===== src/rtl/trig_pkg.sv =====
package trig_pkg;
    localparam int CH_W  = 32;
    localparam int SEL_W = $clog2(CH_W);

    typedef enum logic [1:0] {
        FLD_MASK  = 2'd0,
        FLD_VALUE = 2'd1,
        FLD_CTRL  = 2'd2,
        FLD_PLEN  = 2'd3
    } cfg_field_e;

    typedef struct packed {
        logic [CH_W-1:0]  mask;
        logic [CH_W-1:0]  value;
        logic             en;
        logic             serial;
        logic [SEL_W-1:0] sel;
    } stage_cfg_t;

    // true when all cared-for bits agree
    function automatic logic masked_eq(input logic [CH_W-1:0] word,
                                       input logic [CH_W-1:0] value,
                                       input logic [CH_W-1:0] mask);
        return ((word ^ value) & mask) == '0;
    endfunction
endpackage


===== src/rtl/trig_stage_eval.sv =====
module trig_stage_eval
    import trig_pkg::*;
(
    input  logic            clk,
    input  logic            rst,
    input  logic            clr,
    input  logic            smp_valid,
    input  logic [CH_W-1:0] smp_data,
    input  stage_cfg_t      cfg,
    output logic            hit
);
    logic [CH_W-1:0] hist_q;
    logic [CH_W-1:0] hist_next;
    logic [CH_W-1:0] operand;

    assign hist_next = {hist_q[CH_W-2:0], smp_data[cfg.sel]};
    assign operand   = cfg.serial ? hist_next : smp_data;
    assign hit       = masked_eq(operand, cfg.value, cfg.mask);

    always_ff @(posedge clk) begin
        if (rst || clr)
            hist_q <= '0;
        else if (smp_valid)
            hist_q <= hist_next;
    end
endmodule


===== src/rtl/trig_pulse_gen.sv =====
module trig_pulse_gen #(
    parameter int PULSE_W = 16
) (
    input  logic               clk,
    input  logic               rst,
    input  logic               clr,
    input  logic               start,
    input  logic [PULSE_W-1:0] len,
    output logic               pulse
);
    logic [PULSE_W-1:0] cnt_q;

    always_ff @(posedge clk) begin
        if (rst || clr)
            cnt_q <= '0;
        else if (start)
            cnt_q <= len;
        else if (cnt_q != '0)
            cnt_q <= cnt_q - 1'b1;
    end

    assign pulse = (cnt_q != '0);
endmodule


===== src/rtl/seq_trigger.sv =====
module seq_trigger
    import trig_pkg::*;
#(
    parameter int NUM_STAGES = 4,
    parameter int PULSE_W    = 16,
    localparam int STG_W     = $clog2(NUM_STAGES)
) (
    input  logic             clk,
    input  logic             rst,
    input  logic             arm,
    input  logic             smp_valid,
    input  logic [CH_W-1:0]  smp_data,
    input  logic             cfg_we,
    input  logic [STG_W-1:0] cfg_stage,
    input  logic [1:0]       cfg_field,
    input  logic [CH_W-1:0]  cfg_wdata,
    output logic             capture_start,
    output logic             trig_out
);
    stage_cfg_t         cfg_q [NUM_STAGES];
    logic [PULSE_W-1:0] plen_q;
    logic [NUM_STAGES-1:0] hit;
    logic [NUM_STAGES-1:0] stg_en;
    logic [STG_W-1:0]   idx_q;
    logic               cap_q;
    logic [STG_W-1:0]   cur;
    logic               found;
    logic               more;
    logic               fire;
    logic               advance;

    // configuration registers
    always_ff @(posedge clk) begin
        if (rst) begin
            for (int i = 0; i < NUM_STAGES; i++) cfg_q[i] <= '0;
            plen_q <= '0;
        end else if (cfg_we) begin
            case (cfg_field_e'(cfg_field))
                FLD_MASK:  cfg_q[cfg_stage].mask  <= cfg_wdata;
                FLD_VALUE: cfg_q[cfg_stage].value <= cfg_wdata;
                FLD_CTRL: begin
                    cfg_q[cfg_stage].en     <= cfg_wdata[0];
                    cfg_q[cfg_stage].serial <= cfg_wdata[1];
                    cfg_q[cfg_stage].sel    <= cfg_wdata[2 +: SEL_W];
                end
                default:   plen_q <= cfg_wdata[PULSE_W-1:0];
            endcase
        end
    end

    // one evaluator per stage
    for (genvar g = 0; g < NUM_STAGES; g++) begin : g_stage
        assign stg_en[g] = cfg_q[g].en;
        trig_stage_eval u_eval (
            .clk       (clk),
            .rst       (rst),
            .clr       (arm),
            .smp_valid (smp_valid),
            .smp_data  (smp_data),
            .cfg       (cfg_q[g]),
            .hit       (hit[g])
        );
    end

    // pick the active stage: first enabled one at or above the index
    always_comb begin
        found = 1'b0;
        cur   = '0;
        for (int i = 0; i < NUM_STAGES; i++) begin
            if (!found && i >= int'(idx_q) && stg_en[i]) begin
                found = 1'b1;
                cur   = STG_W'(i);
            end
        end
        more = 1'b0;
        for (int j = 0; j < NUM_STAGES; j++) begin
            if (found && j > int'(cur) && stg_en[j]) more = 1'b1;
        end
        fire    = smp_valid && !cap_q && (!found || (hit[cur] && !more));
        advance = smp_valid && !cap_q && found && hit[cur] && more;
    end

    always_ff @(posedge clk) begin
        if (rst || arm) begin
            idx_q <= '0;
            cap_q <= 1'b0;
        end else if (fire) begin
            cap_q <= 1'b1;
        end else if (advance) begin
            idx_q <= cur + 1'b1;
        end
    end

    trig_pulse_gen #(.PULSE_W(PULSE_W)) u_pulse (
        .clk   (clk),
        .rst   (rst),
        .clr   (arm),
        .start (fire && !arm),
        .len   (plen_q),
        .pulse (trig_out)
    );

    assign capture_start = cap_q;
endmodule


===== config.mk =====
export PLATFORM = sky130hd
export DESIGN_NAME = seq_trigger
export DESIGN_NICKNAME = d
export VERILOG_FILES = /design/src/rtl/trig_pkg.sv /design/src/rtl/trig_stage_eval.sv /design/src/rtl/trig_pulse_gen.sv /design/src/rtl/seq_trigger.sv
export SDC_FILE = /design/constraint.sdc
export NUM_CORES = 1
export LEC_CHECK = 0
export BUFFER_PORTS_ARGS = -buffer_cell sky130_fd_sc_hd__buf_2
export CORE_ASPECT_RATIO = 2
export CORE_MARGIN = 2
export CORE_UTILIZATION = 62
export CTS_CLUSTER_SIZE = 25
export DETAILED_ROUTE_END_ITERATION = 10
export PLACE_DENSITY_LB_ADDON = 0.05
export SYNTH_ARGS = -nofsm -noshare
export SYNTH_HDL_FRONTEND = slang
export SYNTH_HIERARCHICAL = 1
export SYNTH_SLANG_ARGS = --single-unit
export TNS_END_PERCENT = 30

===== constraint.sdc =====
create_clock -name clk -period 4.7 [get_ports clk]
set_clock_uncertainty 0.1 [all_clocks]
set_input_delay 0.235 -clock clk [delete_from_list [all_inputs] [get_ports clk]]
set_output_delay 0.235 -clock clk [all_outputs]
set_load 0.05 [all_outputs]

# Word-level counts from Yosys, hierarchy flattened
# Memory sizes are Yosys's and may differ from the RTL's.
# Cells that the tools add are included.
[word_totals]
output_inout_bits = 2
reg_bits = 159
mem_count = 1
wordCells = 116
ram_bits = 284
[mem_list]
columns = ["memory", "depth", "word_bits", "rd", "rd_ports_with_merged_regs", "wr", "line_no", "text"]
rows = [
  ["cfg_q", 4, 71, 4, 0, 4, "seq_trigger.sv:20", "stage_cfg_t cfg_q [NUM_STAGES];"],
]
[op_classes]
n_reduce_logical = 39
n_addsub = 2
n_lt_le_gt_ge = 11
bitwise_logic = 10
eq_ne = 2
mux = 43
[ops]
columns = ["cell", "n"]
rows = [
  ["32-bit AND", 4],
  ["32-bit logical NOT", 4],
  ["32-bit 2-to-1 mux", 4],
  ["32-bit XOR", 4],
  ["71-bit 2-to-1 mux", 1],
  ["71-bit OR reduction", 1],
  ["16-bit 2-to-1 mux", 2],
  ["1-bit 2-to-1 mux", 27],
  ["5-bit by 6-bit < comparator with 1-bit output (second input constant)", 4],
  ["1-bit binary-select mux with 5-bit select", 4],
  ["1-bit logical AND", 19],
  ["16-bit nonzero test", 1],
  ["16-bit by 1-bit subtractor with 16-bit output (second input constant)", 1],
  ["1-bit logical NOT", 7],
  ["2-bit 2-to-1 mux", 3],
  ["1-bit by 2-bit greater-or-equal comparator with 1-bit output (first input constant)", 2],
  ["2-bit greater-than comparator (first input constant)", 2],
  ["2-bit AND reduction", 2],
  ["2-bit by 3-bit < comparator with 1-bit output (second input constant)", 1],
  ["3-bit 2-to-1 mux", 1],
  ["3-bit OR reduction", 1],
  ["2-bit by 1-bit adder with 2-bit output (second input constant)", 1],
  ["1-bit binary-select mux with 2-bit select", 1],
  ["2-bit by 1-bit equality test with 1-bit output (second input constant)", 1],
  ["other kinds (7)", 9],
]

# Logic depth before layout (Yosys ltp)
# Gate-level depths: netlist of run 1.
[logic_depth]
word_depth = 26
ltp_mapped = 19
mapped_depth_nobuf = 16

# Cells and area by module
# Netlist of run 1, hierarchy kept.
[by_module_without_submodules]
columns = ["mod", "n_inst", "area_each_um2", "cells_each"]
rows = [
  ["seq_trigger", 1, 10781.6, 735],
  ["trig_stage_eval", 4, 2209.6, 238],
  ["trig_pulse_gen", 1, 873.3, 108],
]

# Least setup slack after synthesis of run 1
# OpenSTA, ideal clock, no wires.
[synth_path]
path_kind = "flip-flop to flip-flop"
startpoint = "memory cfg_q[0][5] in the netlist's numbering"
endpoint = "register u_pulse.cnt_q[1]"
n_path_buf = 3
setup_time_ns = 0.059
required_time_ns = 4.541
synth_period_minus_slack_ns = 3.852
arrival_time_ns = 3.693
slack_ns = 0.848
stages_incl_launch_ff = 18
path_cell_list = "edfxtp_1 > buf_6 > buf_2 > mux2i_1 > xnor2_1 > a22oi_1 > nand4_1 > or4_1 > nor3b_1 > nor3b_1 > a311oi_1 > mux2_4 > o21ai_1 > and4bb_1 > clkbuf_1 > inv_1 > nor2_1 > a22o_1"
[synth_lines]
columns = ["item", "line_no", "text"]
rows = [
  ["start: declaration", "seq_trigger.sv:20", ""],
  ["end signal: assignment", "trig_pulse_gen.sv:17", "cnt_q <= len;"],
  ["end signal: assignment", "trig_pulse_gen.sv:19", "cnt_q <= cnt_q - 1'b1;"],
  ["end: declaration", "trig_pulse_gen.sv:11", "logic [PULSE_W-1:0] cnt_q;"],
]

==> impl_metrics.sql, run 1 <==
INSERT INTO impl_metrics (metric_group, metric, value, unit) VALUES
('synthesis', 'synth_enable_flop_cells', '284', ''),
('synthesis', 'syn-mean-instance-area', '11.4', 'um2'),
('synthesis', 'synth_fa_ha_area_frac', '0.00183', ''),
('routing', 'final_antenna_net_count', '0', ''),
('sta', 'fin_setup_tns', '0', 'ns'),
('placement', 'post-place-ws', '0.430', 'ns'),
('clocking', 'cts_max_level', '2', ''),
('clocking', 'tritoncts', 'yes', ''),
('floorplan', 'chipHeight', '261', 'um'),
('sta', 'slew_violations', '0', ''),
('sta', 'grt_setup_unrepaired', 'no', ''),
('cells_and_area', 'area_growth_syn_to_fin', '11.0', '%'),
('clocking', 'clock_tree.root_cell', 'sky130_fd_sc_hd__clkbuf_16', ''),
('synthesis', 'synth_top_area_cell', 'sky130_fd_sc_hd__edfxtp_1', ''),
('synthesis', 'post-synth-top-area-fraction', '0.416', ''),
('sta', 'worst_slew_margin_rel', '0.347', ''),
('power', 'switching_power_share_of_the_total', '0.269', ''),
('critical_path', 'worst-path-buf-inv', '5', ''),
('floorplan', 'design.core.area', '0.0327', 'mm2'),
('cells_and_area', 'sequential_cell_area', '0.0117', 'mm2'),
('synthesis', 'synth-simple-area-share', '0.127', ''),
('routing', 'wl_per_cell', '27.1', 'um'),
('synthesis', 'synthCells', '1795', ''),
('critical_path', 'crit_chain', 'buf_12 -> buf_4 -> mux2i_1 -> xnor2_1 -> a22oi_1 -> nand4_1 -> or4_1 -> nor3b_1 -> buf_4 -> o2111a_1 -> a311oi_1 -> mux2_4 -> o21ai_1 -> and4bb_1 -> inv_1 -> nor2_1 -> buf_4 -> nand2_1 -> o31ai_1', ''),
('routing', 'route.detailed.drc', '0', ''),
('hold_path', 'worstHoldStart', 'smp_valid', ''),
('sta', 'final_critical_path_setup_slack', '0.330', 'ns'),
('routing', 'route.detailed.vias_per_inst', '6.25', ''),
('routing', 'routed-via-count', '14700', ''),
('synthesis', 'compound_gate_portion_of_the_synthesized_area', '0.0573', ''),
('global_routing', 'grt_first_pass_wirelength', '91500', 'um'),
('synthesis', 'synth-xor-area-share', '0.0586', ''),
('synthesis', 'yosysMostFrequentCell', 'sky130_fd_sc_hd__nor2_1', ''),
('cells_and_area', 'layout.filler_cells', '2500', ''),
('global_routing', 'grt_usage', '0.368', ''),
('floorplan', 'initial_utilization', '0.627', ''),
('placement', 'port-buffer-count', '74', ''),
('synthesis', 'yosys_register_bits', '443', ''),
('synthesis', 'synthArstFlopShare', '0', ''),
('status', 'run_status', 'complete, no violations', ''),
('sta', 'report.final.hold_viol_count', '0', ''),
('sta', 'final.min_clock_period', '4.37', 'ns'),
('global_routing', 'first_global_vias', '14500', ''),
('hold_path', 'hold_path.class', 'input pin to register', ''),
('sta', 'finalSetupViolations', '0', ''),
('critical_path', 'critical_path.reg2reg.startpoint', 'cfg_q[2][5]', ''),
('synthesis', 'ys_dominant_reg_cell', 'sky130_fd_sc_hd__edfxtp_1', ''),
('sta', 'fmax', '229', 'MHz'),
('clocking', 'clk_transition_reported_paths', '0.07', 'ns'),
('critical_path', 'worstSetupStartpoint', 'cfg_q[2][5]', ''),
('global_routing', 'grt_max_degree', '89', ''),
('power', 'comb_power_share', '0.162', ''),
('synthesis', 'synthMuxAreaShare', '0.153', ''),
('cells_and_area', 'design_area', '0.0228', 'mm2'),
('power', 'total_switching_power', '2.46', 'mW'),
('cells_and_area', 'finish.net_count', '1958', ''),
('critical_path', 'timing.critical_path.required', '5.06', 'ns'),
('floorplan', 'die_x', '133', 'um'),
('clocking', 'clkLatencyLatePin', '0.56', 'ns'),
('floorplan', 'placementRows', '94', ''),
('critical_path', 'path_common_cell', 'sky130_fd_sc_hd__buf_4', ''),
('critical_path', 'max_stage_delay', '0.58', 'ns'),
('run', 'maxCapViolations', '0', ''),
('clocking', 'clkSinkCount', '443', ''),
('sta', 'final_hold_slack', '0.0964', 'ns'),
('power', 'power_density_relative_to_cell_area', '401', 'mW/mm2'),
('critical_path', 'crit_type', 'register to register', ''),
('global_routing', 'global_route.overflow_total', '0', ''),
('power', 'clock_power_share', '0.348', ''),
('synthesis', 'yosysSeqAreaShare', '0.571', ''),
('clocking', 'postCtsResizedCells', '0', '');
[stage by stage]
stage,utilization,power (mW)
final,0.696,9.13
after global routing,0.696,9.42
after CTS,0.696,9.13
after detailed placement,0.653,5.99
after global placement,0.653,5.98
after floorplan,-,5.59
[layer usage]
layer,up-vias,wire (um),track usage
li1,6525,-,-
met1,7119,21000,0.402
met2,754,31300,0.633
met3,267,5150,0.0602
met4,2,6140,0.293
met5,-,11,0
[what timing repair did]
item,in CTS,in global routing
buffers inserted,0,0
hold endpoints to repair,16,0
hold buffers,16,0
[cell type report]
type,count,share of cell area
inverters,42,0.00693
clock inverters,6,0.00346
flip-flops and latches,443,0.515
clock buffers,66,0.0510
repair buffers,134,0.0414
diodes,2,0.000220
multi-input cells,1222,0.359
well taps,432,0.0238
[sequential cells by signal, indices dropped and copies added (netlist names)]
register               flops
capture_start              1
cfg_q                    284
g_stage.u_eval/hist_q    124
idx_q                      2
plen_q                    16
u_pulse/cnt_q             16
[cell families after synthesis]
group | Yosys count
mux | 312
simple gates | 601
fa+ha+maj | 3
buf+inv | 130
xor+xnor | 137
flops | 443
compound gates | 169
[worst register-to-register path: stages, from the launching register on]
cell	delay (ns)
sky130_fd_sc_hd__edfxtp_1	0.38
sky130_fd_sc_hd__buf_12	0.23
sky130_fd_sc_hd__buf_4	0.25
sky130_fd_sc_hd__mux2i_1	0.27
sky130_fd_sc_hd__xnor2_1	0.09
sky130_fd_sc_hd__a22oi_1	0.22
sky130_fd_sc_hd__nand4_1	0.13
sky130_fd_sc_hd__or4_1	0.58
sky130_fd_sc_hd__nor3b_1	0.24
sky130_fd_sc_hd__buf_4	0.17
sky130_fd_sc_hd__o2111a_1	0.18
sky130_fd_sc_hd__a311oi_1	0.06
sky130_fd_sc_hd__mux2_4	0.32
sky130_fd_sc_hd__o21ai_1	0.11
sky130_fd_sc_hd__and4bb_1	0.41
sky130_fd_sc_hd__inv_1	0.13
sky130_fd_sc_hd__nor2_1	0.12
sky130_fd_sc_hd__buf_4	0.17
sky130_fd_sc_hd__nand2_1	0.07
sky130_fd_sc_hd__o31ai_1	0.06
[power groups by stage]
| stage | clock network (mW) | logic [mW] | registers, mW |
|---|---|---|---|
| after floorplan | 0 | 1.08 | 4.51 |
| after global placement | 0 | 1.42 | 4.56 |
| after detailed placement | 0 | 1.43 | 4.56 |
| after CTS | 3.19 | 1.46 | 4.48 |
| after global routing | 3.34 | 1.58 | 4.50 |
| final | 3.17 | 1.47 | 4.48 |
[cell usage in the layout (no fill, tap or decap), types with 3 or more instances in the layout]
cell,synthesis,layout
sky130_fd_sc_hd__a31oi_1,4,4
sky130_fd_sc_hd__o21ai_0,3,3
sky130_fd_sc_hd__mux2i_1,311,311
sky130_fd_sc_hd__or4_1,4,4
sky130_fd_sc_hd__a211oi_1,5,5
sky130_fd_sc_hd__edfxtp_1,284,284
sky130_fd_sc_hd__a22oi_1,77,77
sky130_fd_sc_hd__ha_1,3,3
sky130_fd_sc_hd__nor2b_1,10,10
sky130_fd_sc_hd__clkbuf_1,58,22
sky130_fd_sc_hd__and3_1,9,9
sky130_fd_sc_hd__nor3b_1,16,16
sky130_fd_sc_hd__xnor2_1,135,135
sky130_fd_sc_hd__dfxtp_1,159,159
sky130_fd_sc_hd__buf_4,0,38
sky130_fd_sc_hd__a311oi_1,5,5
sky130_fd_sc_hd__nor3_1,10,10
sky130_fd_sc_hd__nor2_1,356,356
sky130_fd_sc_hd__nand2b_1,21,20
sky130_fd_sc_hd__nand2_1,113,113
sky130_fd_sc_hd__dlygate4sd3_1,0,16
sky130_fd_sc_hd__a41o_1,3,3
sky130_fd_sc_hd__nor4_1,3,3
sky130_fd_sc_hd__and2_1,4,4
sky130_fd_sc_hd__a21oi_1,45,44
sky130_fd_sc_hd__buf_2,12,73
sky130_fd_sc_hd__inv_1,42,42
sky130_fd_sc_hd__buf_12,0,6
sky130_fd_sc_hd__nand4_1,25,25
sky130_fd_sc_hd__nand3_1,15,15
sky130_fd_sc_hd__clkbuf_16,0,42
sky130_fd_sc_hd__or2_2,7,7
sky130_fd_sc_hd__o21ai_1,9,9
[worst paths after layout]
kind                                       end  slack, ns  cells after the start
setup / recovery             u_pulse/cnt_q[11]       0.33                     19
hold / removal    g_stage[3].u_eval/hist_q[19]        0.1                      3
setup reg to reg             u_pulse/cnt_q[11]       0.33                     19
hold reg to reg              u_pulse/cnt_q[15]       0.36                      2
(Power assumes the default switching activity.)
==> run 2: changes to the inputs <==
Settings changed: CORE_ASPECT_RATIO 2 to 1.4.
Clock period 4.7 ns to 4.1 ns, I/O delays scaled along.
==> impl_metrics.sql, run 2 (synthesized netlist as in run 1, its figures left out) <==
INSERT INTO impl_metrics (metric_group, metric, value, unit) VALUES
('critical_path', 'arrival', '4.54', 'ns'),
('sta', 'final_hold_slack', '0.0922', 'ns'),
('run', 'maxCapViolations', '0', ''),
('power', 'power_density_relative_to_cell_area', '472', 'mW/mm2'),
('routing', 'route.met2.wl', '28900', 'um'),
('routing', 'final_antenna_net_count', '0', ''),
('status', 'run_status', 'finished, violations left', ''),
('critical_path', 'critical_path.max_fanout', '8', ''),
('power', 'total_switching_power', '2.90', 'mW'),
('power', 'switching_power_share_of_the_total', '0.261', ''),
('floorplan', 'design.core.area', '0.0325', 'mm2'),
('clocking', 'clkSinkCount', '443', ''),
('critical_path', 'end_kind', 'register', ''),
('critical_path', 'worst-path-buf-inv', '6', ''),
('sta', 'report.final.hold_viol_count', '0', ''),
('cells_and_area', 'final_layout_size_suffix_gt1_frac', '0.137', ''),
('critical_path', 'worst_path_max_delay_cell', 'sky130_fd_sc_hd__or4_4', ''),
('sta', 'worst_slew_margin_rel', '0.382', ''),
('clocking', 'clock_tree.root_cell', 'sky130_fd_sc_hd__clkbuf_16', ''),
('routing', 'dr.max_layer_used', 'met4', ''),
('placement', 'port-buffer-count', '74', ''),
('global_routing', 'grt_first_pass_wirelength', '87400', 'um'),
('sta', 'finalSetupViolations', '16', ''),
('routing', 'first_iter_violations', '1504', ''),
('floorplan', 'die_x', '158', 'um'),
('placement', 'postPlaceCellArea', '0.0216', 'mm2'),
('sta', 'grt_setup_unrepaired', 'yes', ''),
('global_routing', 'grt_max_degree', '70', ''),
('floorplan', 'design.die.area', '0.0345', 'mm2'),
('power', 'totalPowerFinal', '11.1', 'mW'),
('cells_and_area', 'regMostFlops', 'cfg_q', ''),
('power', 'power.internal', '8.19', 'mW'),
('routing', 'route.detailed.vias_per_inst', '6.07', ''),
('critical_path', 'crit_type', 'register to register', ''),
('cells_and_area', 'layout.filler_cells', '2300', ''),
('clocking', 'clkLatencyLatePin', '0.57', 'ns'),
('routing', 'route.detailed.drc', '0', ''),
('clocking', 'clk_transition_reported_paths', '0.07', 'ns'),
('cells_and_area', 'layout.cells.most_common_list', 'sky130_fd_sc_hd__nor2_1 (354), sky130_fd_sc_hd__mux2i_1 (309), sky130_fd_sc_hd__edfxtp_1 (284)', ''),
('critical_path', 'r2r.worst_path.cells', '20', ''),
('sta', 'fmax', '238', 'MHz'),
('placement', 'hpwlAfterDp', '42200', 'um'),
('sta', 'final.min_clock_period', '4.19', 'ns'),
('floorplan', 'initial_utilization', '0.631', ''),
('critical_path', 'crit_chain', 'buf_6 -> buf_12 -> buf_8 -> mux2i_4 -> xnor2_1 -> a22oi_1 -> nand4_1 -> or4_4 -> nor3b_2 -> buf_4 -> o2111a_1 -> nor3_2 -> mux2_4 -> o21ai_2 -> and4bb_2 -> buf_6 -> nor2_4 -> o21ai_2 -> buf_6 -> o21ai_1', ''),
('critical_path', 'critical-path-top-delay-family', 'simple AND/OR/NAND/NOR gates', ''),
('hold_path', 'hold_path.class', 'input pin to register', ''),
('sta', 'post-route-period-util', '1.02', ''),
('cells_and_area', 'most_common_cell_after_layout_fill_and_taps_aside', 'sky130_fd_sc_hd__nor2_1', ''),
('routing', 'routed-via-count', '14600', ''),
('power', 'clock_power_share', '0.384', ''),
('sta', 'final_critical_path_setup_slack', '-0.0940', 'ns'),
('cells_and_area', 'area_growth_syn_to_fin', '14.5', '%'),
('power', 'total_leakage_power', '9.02', 'nW'),
('power', 'seqPwrFrac', '0.463', ''),
('hold_path', 'hold-path-cell-count', '3', ''),
('critical_path', 'timing.critical_path.required', '4.45', 'ns'),
('global_routing', 'grt_antenna_before_repair', '3', ''),
('cells_and_area', 'largestRegisters', 'cfg_q (284), g_stage.u_eval/hist_q (124)', ''),
('hold_path', 'worstHoldStart', 'arm', ''),
('critical_path', 'reg2reg_setup_slack', '-0.09', 'ns'),
('floorplan', 'chipHeight', '219', 'um'),
('clocking', 'cts_max_level', '2', ''),
('routing', 'drt_wl_total', '59700', 'um'),
('cells_and_area', 'finish.net_count', '2000', ''),
('global_routing', 'grt_usage', '0.349', ''),
('routing', 'drt_pre_antenna_iters', '6', ''),
('routing', 'wl_per_cell', '24.9', 'um'),
('global_routing', 'global_route.overflow_total', '0', ''),
('clocking', 'tritoncts', 'yes', ''),
('critical_path', 'rr_endpoint', 'u_pulse/cnt_q[9]', ''),
('floorplan', 'placementRows', '78', ''),
('power', 'comb_power_share', '0.153', ''),
('power', 'max-vdd-ir-drop', '592', 'uV'),
('cells_and_area', 'design_area', '0.0235', 'mm2'),
('clocking', 'cts_inserted_buffers', '42', ''),
('hold_path', 'hold-path-endpoint', 'capture_start', ''),
('cells_and_area', 'largest_reg_flops', '284', ''),
('routing', 'detail_route.wirelength.met1', '21700', 'um'),
('sta', 'slew_violations', '0', ''),
('critical_path', 'path_common_cell', 'sky130_fd_sc_hd__buf_6', ''),
('critical_path', 'max_stage_delay', '0.61', 'ns'),
('status', 'violations', 'setup timing', ''),
('critical_path', 'timing.critical_path.from_type', 'register', ''),
('floorplan', 'design.portCount', '75', ''),
('clocking', 'clk_path_buf_depth', '3', ''),
('critical_path', 'critical_path.reg2reg.startpoint', 'cfg_q[3][5]', ''),
('sta', 'tightest_slew', '0.928', 'ns'),
('global_routing', 'first_global_vias', '14300', ''),
('routing', 'wl_met3', '4380', 'um'),
('placement', 'place.gp.congestion', '0.944', '');
## run 2: cell types whose count changed in the layout (fill, tap and decap cells not counted), moves of 4 or more
cell                        delta
sky130_fd_sc_hd__nor3b_2       +4
sky130_fd_sc_hd__clkbuf_8      +5
sky130_fd_sc_hd__nor3b_1       -4
sky130_fd_sc_hd__clkinv_2     +10
sky130_fd_sc_hd__bufinv_16     +5
sky130_fd_sc_hd__buf_4        +33
sky130_fd_sc_hd__clkbuf_16     +4
sky130_fd_sc_hd__buf_6         +5
sky130_fd_sc_hd__clkbuf_1     -21
## run 2: worst register-to-register path, stage by stage, from the launching register on
cell	delay [ns]
sky130_fd_sc_hd__edfxtp_1	0.42
sky130_fd_sc_hd__buf_6	0.16
sky130_fd_sc_hd__buf_12	0.14
sky130_fd_sc_hd__buf_8	0.13
sky130_fd_sc_hd__mux2i_4	0.17
sky130_fd_sc_hd__xnor2_1	0.15
sky130_fd_sc_hd__a22oi_1	0.19
sky130_fd_sc_hd__nand4_1	0.31
sky130_fd_sc_hd__or4_4	0.61
sky130_fd_sc_hd__nor3b_2	0.17
sky130_fd_sc_hd__buf_4	0.15
sky130_fd_sc_hd__o2111a_1	0.18
sky130_fd_sc_hd__nor3_2	0.05
sky130_fd_sc_hd__mux2_4	0.27
sky130_fd_sc_hd__o21ai_2	0.12
sky130_fd_sc_hd__and4bb_2	0.29
sky130_fd_sc_hd__buf_6	0.13
sky130_fd_sc_hd__nor2_4	0.03
sky130_fd_sc_hd__o21ai_2	0.08
sky130_fd_sc_hd__buf_6	0.15
sky130_fd_sc_hd__o21ai_1	0.07
## run 2: metrics by stage
stage	worst slack [ns]	TNS [ns]	std cells	util
after global routing	-0.181	-2.53	2400	0.722
after global placement	0.0775	0	2295	0.664
after detailed placement	0.0428	0	2295	0.664
final	-0.0940	-1.32	2400	0.722
after CTS	0.00986	0	2389	0.716
after floorplan	0.248	0	1795	-
## run 2: layer usage
metal	GRT usage	vias to the layer above
li1	-	6606
met1	0.425	7077
met2	0.586	697
met3	0.0446	194
met4	0.217	0
met5	0	-
## run 2: worst max path at each step
stage                     start                 to  slack, ns  cells after the start
CTS                 cfg_q[1][5]   u_pulse/cnt_q[6]       0.01                     17
detailed placement  cfg_q[2][5]   u_pulse/cnt_q[6]       0.04                     17
finish              cfg_q[3][5]   u_pulse/cnt_q[9]      -0.09                     20
global placement    cfg_q[1][5]  u_pulse/cnt_q[11]       0.08                     17
global route        cfg_q[3][5]   u_pulse/cnt_q[5]      -0.18                     20
floorplan           cfg_q[0][5]   u_pulse/cnt_q[1]       0.25                     17
## run 2: repair_timing
item | in CTS | in global routing
hold buffers | 16 | 0
setup endpoints to repair | 1 | 16
gates cloned | 0 | 2
pin swaps | 0 | 12
setup buffers | 0 | 8
resized for setup | 1 | 25
hold endpoints to repair | 16 | 0
## run 2: layout make-up
cell class | instances | area (um2) | area share
timing repair buffer | 173 | 1270 | 0.0540
inverter | 42 | 158 | 0.00672
clock buffer | 53 | 1230 | 0.0523
clock inverter | 25 | 313 | 0.0133
multi-input combinational | 1222 | 8240 | 0.351
sequential | 443 | 11700 | 0.499
tap | 440 | 551 | 0.0235
antenna | 2 | 5.00 | 0.000213
## run 2: power by group through the flow
stage | Combinational, mW | Sequential [mW] | Clock (mW)
6_report | 1.70 | 5.13 | 4.26
5_1_grt | 1.82 | 5.15 | 4.44
4_1_cts | 1.65 | 5.13 | 4.29
3_5_place_dp | 1.63 | 5.22 | 0
3_3_place_gp | 1.61 | 5.21 | 0
2_1_floorplan | 1.24 | 5.17 | 0
